## src/rtl/uart_rxq_pkg.sv

```systemverilog
package uart_rxq_pkg;

  typedef enum logic [1:0] {
    SEL_THR = 2'd0,
    SEL_IER = 2'd1,
    SEL_FCR = 2'd2
  } cfg_sel_e;

  typedef enum logic [2:0] {
    ID_NONE = 3'd0,
    ID_THRE = 3'd1,
    ID_RXDA = 3'd2,
    ID_LINE = 3'd3
  } int_id_e;

endpackage

```

## src/rtl/rxq_fifo.sv

```systemverilog
module rxq_fifo #(
  parameter int DW    = 8,
  parameter int DEPTH = 16,
  parameter int AW    = $clog2(DEPTH),
  parameter int CW    = $clog2(DEPTH + 1)
) (
  input  logic          clk,
  input  logic          rst_n,
  input  logic          clr,
  input  logic          single,
  input  logic          push,
  input  logic [DW-1:0] din,
  input  logic          pop,
  output logic [DW-1:0] dout,
  output logic [CW-1:0] count,
  output logic          drop
);

  logic [DW-1:0] mem [DEPTH];
  logic [AW-1:0] wptr_q, wptr_d, rptr_q, rptr_d;
  logic [CW-1:0] cnt_q, cnt_d;
  logic          full, pop_ok, acc;

  function automatic logic [AW-1:0] bump(input logic [AW-1:0] p);
    return (p == AW'(DEPTH - 1)) ? '0 : p + AW'(1);
  endfunction

  always_comb begin
    full   = single ? (cnt_q != '0) : (cnt_q == CW'(DEPTH));
    pop_ok = pop && (cnt_q != '0);
    acc    = push && (!full || pop_ok);
    drop   = push && !acc && !clr;
    wptr_d = wptr_q;
    rptr_d = rptr_q;
    cnt_d  = cnt_q;
    if (clr) begin
      wptr_d = '0;
      rptr_d = '0;
      cnt_d  = '0;
    end else begin
      if (acc)    wptr_d = bump(wptr_q);
      if (pop_ok) rptr_d = bump(rptr_q);
      if (acc && !pop_ok)      cnt_d = cnt_q + CW'(1);
      else if (!acc && pop_ok) cnt_d = cnt_q - CW'(1);
    end
  end

  always_ff @(posedge clk or negedge rst_n) begin
    if (!rst_n) begin
      wptr_q <= '0;
      rptr_q <= '0;
      cnt_q  <= '0;
    end else begin
      wptr_q <= wptr_d;
      rptr_q <= rptr_d;
      cnt_q  <= cnt_d;
    end
  end

  always_ff @(posedge clk) begin
    if (acc && !clr) mem[wptr_q] <= din;
  end

  assign dout  = mem[rptr_q];
  assign count = cnt_q;

endmodule

```

## src/rtl/rxq_thr.sv

```systemverilog
module rxq_thr #(
  parameter int DW = 8
) (
  input  logic          clk,
  input  logic          rst_n,
  input  logic          clr,
  input  logic          wr,
  input  logic [DW-1:0] din,
  input  logic          take,
  input  logic          en_rise,
  input  logic          ack,
  output logic [DW-1:0] hold_data,
  output logic          empty,
  output logic          pend
);

  logic          hold_q, hold_d, pend_q, pend_d;
  logic [DW-1:0] data_q;

  always_comb begin
    hold_d = hold_q;
    if (clr)       hold_d = 1'b0;
    else if (wr)   hold_d = 1'b1;
    else if (take) hold_d = 1'b0;

    pend_d = pend_q;
    if (ack || (wr && !clr))             pend_d = 1'b0;
    if ((hold_q && !hold_d) || (en_rise && !hold_d)) pend_d = 1'b1;
  end

  always_ff @(posedge clk or negedge rst_n) begin
    if (!rst_n) begin
      hold_q <= 1'b0;
      pend_q <= 1'b0;
      data_q <= '0;
    end else begin
      hold_q <= hold_d;
      pend_q <= pend_d;
      if (wr) data_q <= din;
    end
  end

  assign hold_data = data_q;
  assign empty     = !hold_q;
  assign pend      = pend_q;

endmodule

```

## src/rtl/rxq_intid.sv

```systemverilog
module rxq_intid
  import uart_rxq_pkg::*;
(
  input  logic    line_act,
  input  logic    rx_act,
  input  logic    thre_act,
  output int_id_e id,
  output logic    active
);

  always_comb begin
    if (line_act)      id = ID_LINE;
    else if (rx_act)   id = ID_RXDA;
    else if (thre_act) id = ID_THRE;
    else               id = ID_NONE;
    active = line_act || rx_act || thre_act;
  end

endmodule

```

## src/rtl/uart_rxq_ctrl.sv

```systemverilog
module uart_rxq_ctrl
  import uart_rxq_pkg::*;
#(
  parameter int DW    = 8,
  parameter int DEPTH = 16
) (
  input  logic          clk,
  input  logic          rst_n,
  input  logic          cfg_wr,
  input  logic [1:0]    cfg_sel,
  input  logic [7:0]    cfg_data,
  input  logic          rx_valid,
  input  logic [DW-1:0] rx_data,
  input  logic          rx_err,
  input  logic          rbr_rd,
  input  logic          iir_rd,
  input  logic          lsr_rd,
  input  logic          tx_take,
  output logic [DW-1:0] rbr_q,
  output logic [DW-1:0] tx_q,
  output logic [7:0]    lsr_q,
  output logic [7:0]    iir_q,
  output logic          irq
);

  localparam int CW  = $clog2(DEPTH + 1);
  localparam int AW  = $clog2(DEPTH);
  localparam int LV1 = 1;
  localparam int LV4 = (DEPTH < 4)  ? DEPTH : 4;
  localparam int LV8 = (DEPTH < 8)  ? DEPTH : 8;
  localparam int LVE = (DEPTH < 14) ? DEPTH : 14;

  logic [2:0]    ier_q, ier_d;
  logic          fen_q, fen_d;
  logic [1:0]    tsel_q, tsel_d;
  logic          oe_q, oe_d, le_q, le_d;
  logic          thr_wr, ier_wr, fcr_wr, rx_clr, tx_clr, ier_rise;
  logic [CW-1:0] fifo_cnt, trig_lvl;
  logic          ovf, thr_empty, thr_pend, dr, thre_ack;
  logic          line_act, rx_act, thre_act, any_act;
  int_id_e       cur_id;

  always_comb begin
    thr_wr   = cfg_wr && (cfg_sel == SEL_THR);
    ier_wr   = cfg_wr && (cfg_sel == SEL_IER);
    fcr_wr   = cfg_wr && (cfg_sel == SEL_FCR);
    rx_clr   = fcr_wr && cfg_data[1];
    tx_clr   = fcr_wr && cfg_data[2];
    ier_rise = ier_wr && cfg_data[1] && !ier_q[1];

    ier_d  = ier_wr ? cfg_data[2:0] : ier_q;
    fen_d  = fcr_wr ? cfg_data[0]   : fen_q;
    tsel_d = fcr_wr ? cfg_data[7:6] : tsel_q;

    oe_d = oe_q;
    le_d = le_q;
    if (lsr_rd) begin
      oe_d = 1'b0;
      le_d = 1'b0;
    end
    if (ovf)                            oe_d = 1'b1;
    if (rx_valid && rx_err && !rx_clr)  le_d = 1'b1;
  end

  always_ff @(posedge clk or negedge rst_n) begin
    if (!rst_n) begin
      ier_q  <= '0;
      fen_q  <= 1'b0;
      tsel_q <= '0;
      oe_q   <= 1'b0;
      le_q   <= 1'b0;
    end else begin
      ier_q  <= ier_d;
      fen_q  <= fen_d;
      tsel_q <= tsel_d;
      oe_q   <= oe_d;
      le_q   <= le_d;
    end
  end

  always_comb begin
    if (!fen_q) trig_lvl = CW'(LV1);
    else begin
      case (tsel_q)
        2'd0:    trig_lvl = CW'(LV1);
        2'd1:    trig_lvl = CW'(LV4);
        2'd2:    trig_lvl = CW'(LV8);
        default: trig_lvl = CW'(LVE);
      endcase
    end
  end

  rxq_fifo #(.DW(DW), .DEPTH(DEPTH), .AW(AW), .CW(CW)) u_fifo (
    .clk   (clk),
    .rst_n (rst_n),
    .clr   (rx_clr),
    .single(!fen_q),
    .push  (rx_valid),
    .din   (rx_data),
    .pop   (rbr_rd),
    .dout  (rbr_q),
    .count (fifo_cnt),
    .drop  (ovf)
  );

  rxq_thr #(.DW(DW)) u_thr (
    .clk      (clk),
    .rst_n    (rst_n),
    .clr      (tx_clr),
    .wr       (thr_wr),
    .din      (cfg_data[DW-1:0]),
    .take     (tx_take),
    .en_rise  (ier_rise),
    .ack      (thre_ack),
    .hold_data(tx_q),
    .empty    (thr_empty),
    .pend     (thr_pend)
  );

  assign dr       = (fifo_cnt != '0);
  assign line_act = ier_q[2] && (oe_q || le_q);
  assign rx_act   = ier_q[0] && dr && (fifo_cnt >= trig_lvl);
  assign thre_act = ier_q[1] && thr_pend;

  rxq_intid u_id (
    .line_act(line_act),
    .rx_act  (rx_act),
    .thre_act(thre_act),
    .id      (cur_id),
    .active  (any_act)
  );

  assign thre_ack = iir_rd && (cur_id == ID_THRE);
  assign irq      = any_act;
  assign iir_q    = {fen_q, fen_q, 2'b00, cur_id, !any_act};
  assign lsr_q    = {2'b00, thr_empty, 2'b00, le_q, oe_q, dr};

endmodule

```

## config.mk

```make
export PLATFORM = sky130hd
export DESIGN_NAME = uart_rxq_ctrl
export DESIGN_NICKNAME = d
export VERILOG_FILES = /design/src/rtl/uart_rxq_pkg.sv /design/src/rtl/rxq_fifo.sv /design/src/rtl/rxq_thr.sv /design/src/rtl/rxq_intid.sv /design/src/rtl/uart_rxq_ctrl.sv
export SDC_FILE = /design/constraint.sdc
export NUM_CORES = 1
export LEC_CHECK = 0
export BUFFER_PORTS_ARGS = -buffer_cell sky130_fd_sc_hd__clkbuf_2
export CAP_MARGIN = 25
export CORE_ASPECT_RATIO = 2
export CORE_UTILIZATION = 48
export CTS_CLUSTER_DIAMETER = 80
export DETAILED_ROUTE_END_ITERATION = 10
export GPL_ROUTABILITY_DRIVEN = 0
export MAX_ROUTING_LAYER = met4
export PLACE_DENSITY_LB_ADDON = 0.25
export REMOVE_ABC_BUFFERS = 1
export SYNTH_ARGS = -nofsm -noshare
export SYNTH_HDL_FRONTEND = slang
export SYNTH_HIERARCHICAL = 1
export SYNTH_SLANG_ARGS = --single-unit
```

## constraint.sdc

```tcl
create_clock -name clk -period 2.8 [get_ports clk]
set_input_delay 0.56 -clock clk [delete_from_list [all_inputs] [get_ports clk]]
set_output_delay 0.56 -clock clk [all_outputs]
set_load 0.05 [all_outputs]
```

==> metrics.cfg <==
[outcome]
status = finished, violations left
violations = setup timing

[synthesis]
synthCells = 386
synthFlopType = edfxtp_1
synth_seq_cells = 159
synth_top_area_share_pct = 55.3
yosys.area.top_type = edfxtp_1
yosysSeqAreaShare_pct = 66.4
synthAdderAreaFrac_pct = 2.63
yosys.area_share.simple_pct = 6.73
syn_avg_cell_area_sq_um = 18.0
synth_compound_area_share_pct = 3.35
synthMuxAreaShare_pct = 16.8
syn-cell-area_sq_um = 6950
synth_common_cells = edfxtp_1, mux4_2, dfrtp_1, nor2_1
synth.distinct_cells = 59
synth.most_common_cell = edfxtp_1
synthXorXnorAreaFrac_pct = 0.504
synth_edf_count = 128
yosys-top-cells-area = edfxtp_1, mux4_2, dfrtp_1
ys_warn_count = 6
synth_top_family_by_area = multiplexers
synthArstFlopShare_pct = 19.5

[timing]
setup_slack_ps = -131
relSlewSlack_pct = 46.6
min_period_over_period_pct = 105
worst_pin_slew_ps = 800
drv_slew = 0
min_period_ps = 2930
clock-skew-final_ps = 8.67
fmax_mhz = 341
timing.setup.tns_ps = -922
rsz0062_at_grt = yes
hold_viol = 0
setup_viol = 9

[cts]
cts_made_buffers = 17
clkLatencyLatePin_ps = 410
cts_max_path_buffers = 2
cts-root-buf = clkbuf_16
clk_pin_slew_ps = 60
clock-sinks = 159
ctsHtreeMaxLevel = 4
cts_tree = done
hold_buffers = 0

[floorplan]
die-width_um = 87.1
die_h_um = 172
dieArea_sq_um = 15000
initial_core_util_pct = 49.5
ios = 60
core_area_sq_um = 14000
rows = 61

[cells_and_area]
nNetsFinal = 507
drive_above_1_share_pct = 42.2
areaGrowthSynthToFinish_pct = 21.3
num_antenna_cells = 0

[drt]
ant_nets = 0
wl_met3_um = 459
met2_length_um = 8580
dr.pass1.iters = 4
wl_met1_um = 4740
via_count = 3720
drc = 0
dr.first_iter.drc_count = 173
drt-total-wl_um = 14200
wl_per_cell_um = 21.2
highest_layer = met4
vias_per_cell = 5.57

[pwr]
switching_share_pct = 33.6
p_leak_nw = 3.11
internal-power_mw = 5.88
power.density_nw_per_um2 = 1050
p_sw_mw = 2.98
ir_worst_vdd_mv = 0.643
power_frac_clock_pct = 26.6
pwr-share-comb_pct = 38.8
p_seq_share_pct = 34.6

[global_routing]
antenna_found_initial = 0
grt_max_degree = 33
grt_overflow_total = 0
grt_pass1_wl_um = 21900
grtUsageTotal_pct = 21.5
grt_pass1_vias = 3932

[place]
place_ws_ps = 31.9
place_hpwl_um = 9610
port-buffer-count = 52

[setup_path]
crit_path_end_kind = output port
critical_path_required_ps = 2240
worstPathArrival_ps = 2370
path_max_fanout = 7
cp-start-kind = register
worst-setup-path-type = register to output port

[hold_path]
hold_class = input port to asynchronous set/reset pin

[job]
drv_cap = 0

## metal layers
metal	vias to the layer above	GRT usage [%]
li1	1670	-
met1	1910	21.9
met2	112	39.5
met3	28	4.06
met4	0	8.91
met5	-	-
## layout make-up
type / count / area [sq um]
timing repair buffer: 86 / 742
multi-input combinational: 189 / 2180
clock inverter: 15 / 181
tap: 189 / 236
inverter: 13 / 48.8
sequential: 159 / 4620
fill: 1078 / 5610
clock buffer: 17 / 425
## flip-flops by register name, summed over array words and instances (netlist names)
name / cells
oe_q: 1
u_fifo/mem: 128
u_fifo/wptr_q: 4
u_thr/pend: 1
u_fifo/count: 5
le_q: 1
u_thr/hold_data: 8
u_fifo/rptr_q: 4
ier_q: 3
u_thr/hold_q: 1
tsel_q: 2
fen_q: 1
## timing repair
item                                    4_1_cts  5_1_grt
cloned                                        3        0
setup buffers                                 7        0
resized for setup                            37       23
pin swaps                                     3        3
endpoints found under the setup margin       12       53
## cell usage in the layout, fill, tap and decap left out, types with 3 or more instances in the layout
master	Yosys	layout
inv_1	13	12
mux4_2	40	40
clkbuf_2	0	40
o21ai_0	6	5
xnor2_1	3	3
buf_4	13	25
and4b_1	4	4
mux2_1	3	3
edfxtp_1	128	128
dfrtp_1	31	27
bufinv_16	0	3
and2_1	9	8
mux2i_1	3	3
mux2_4	10	10
inv_6	0	6
nand3_1	5	5
buf_8	0	8
clkbuf_16	0	19
nand2_1	7	6
nor3b_2	0	3
dfrtp_2	0	4
mux2_2	3	3
buf_6	3	5
conb_1	2	7
a21oi_1	9	8
ha_1	13	11
buf_16	0	3
nor2_1	16	16
## final timing paths
path                                  start            endpoint  slack (ps)  cells past startpoint
max                        u_fifo/rptr_q[0]            rbr_q[2]        -130                      5
min                                   rst_n  u_thr/hold_data[2]         220                      1
max reg2reg                 u_fifo/count[1]     u_fifo/count[4]          80                     10
min reg2reg                        ier_q[0]            ier_q[0]         510                      1
max in group asynchronous             rst_n           tsel_q[1]        2010                      1
min in group clk                cfg_data[5]  u_thr/hold_data[5]         380                      2
## power by group through the flow
stage / clock network, mW / registers [mW] / logic (mW)
2_1_floorplan: 0 / 3.31 / 1.82
3_3_place_gp: 0 / 3.08 / 2.81
3_5_place_dp: 0 / 3.09 / 2.85
4_1_cts: 2.39 / 3.06 / 3.36
5_1_grt: 2.48 / 3.10 / 3.65
6_report: 2.36 / 3.07 / 3.43
## metrics by stage
stage	total power, mW	instances	area [sq um]	utilization, %	hold WS [ps]
2_1_floorplan	5.14	361	6780	-	264
3_3_place_gp	5.89	626	7490	53.3	500
3_5_place_dp	5.94	626	7490	53.3	497
4_1_cts	8.82	668	8390	59.8	245
5_1_grt	9.23	668	8430	60.1	285
6_report	8.86	668	8430	60.1	224
## worst max-delay path, stage by stage, from the launching register on
cell and delay (ps):
dfrtp_2 450, buf_4 160, buf_12 130, mux4_2 530, mux4_2 520, buf_8 170
## logic make-up (layout without fill, tap and decap cells)
| kind of cell | count (synthesis) | in the layout |
|---|---|---|
| compound gates | 32 | 32 |
| xor+xnor | 4 | 4 |
| fa+ha+maj | 14 | 14 |
| buf+inv | 43 | 131 |
| flops | 159 | 159 |
| mux | 60 | 60 |
| other cells | 2 | 7 |
| simple gates | 72 | 72 |
(Power assumes the default switching activity.)
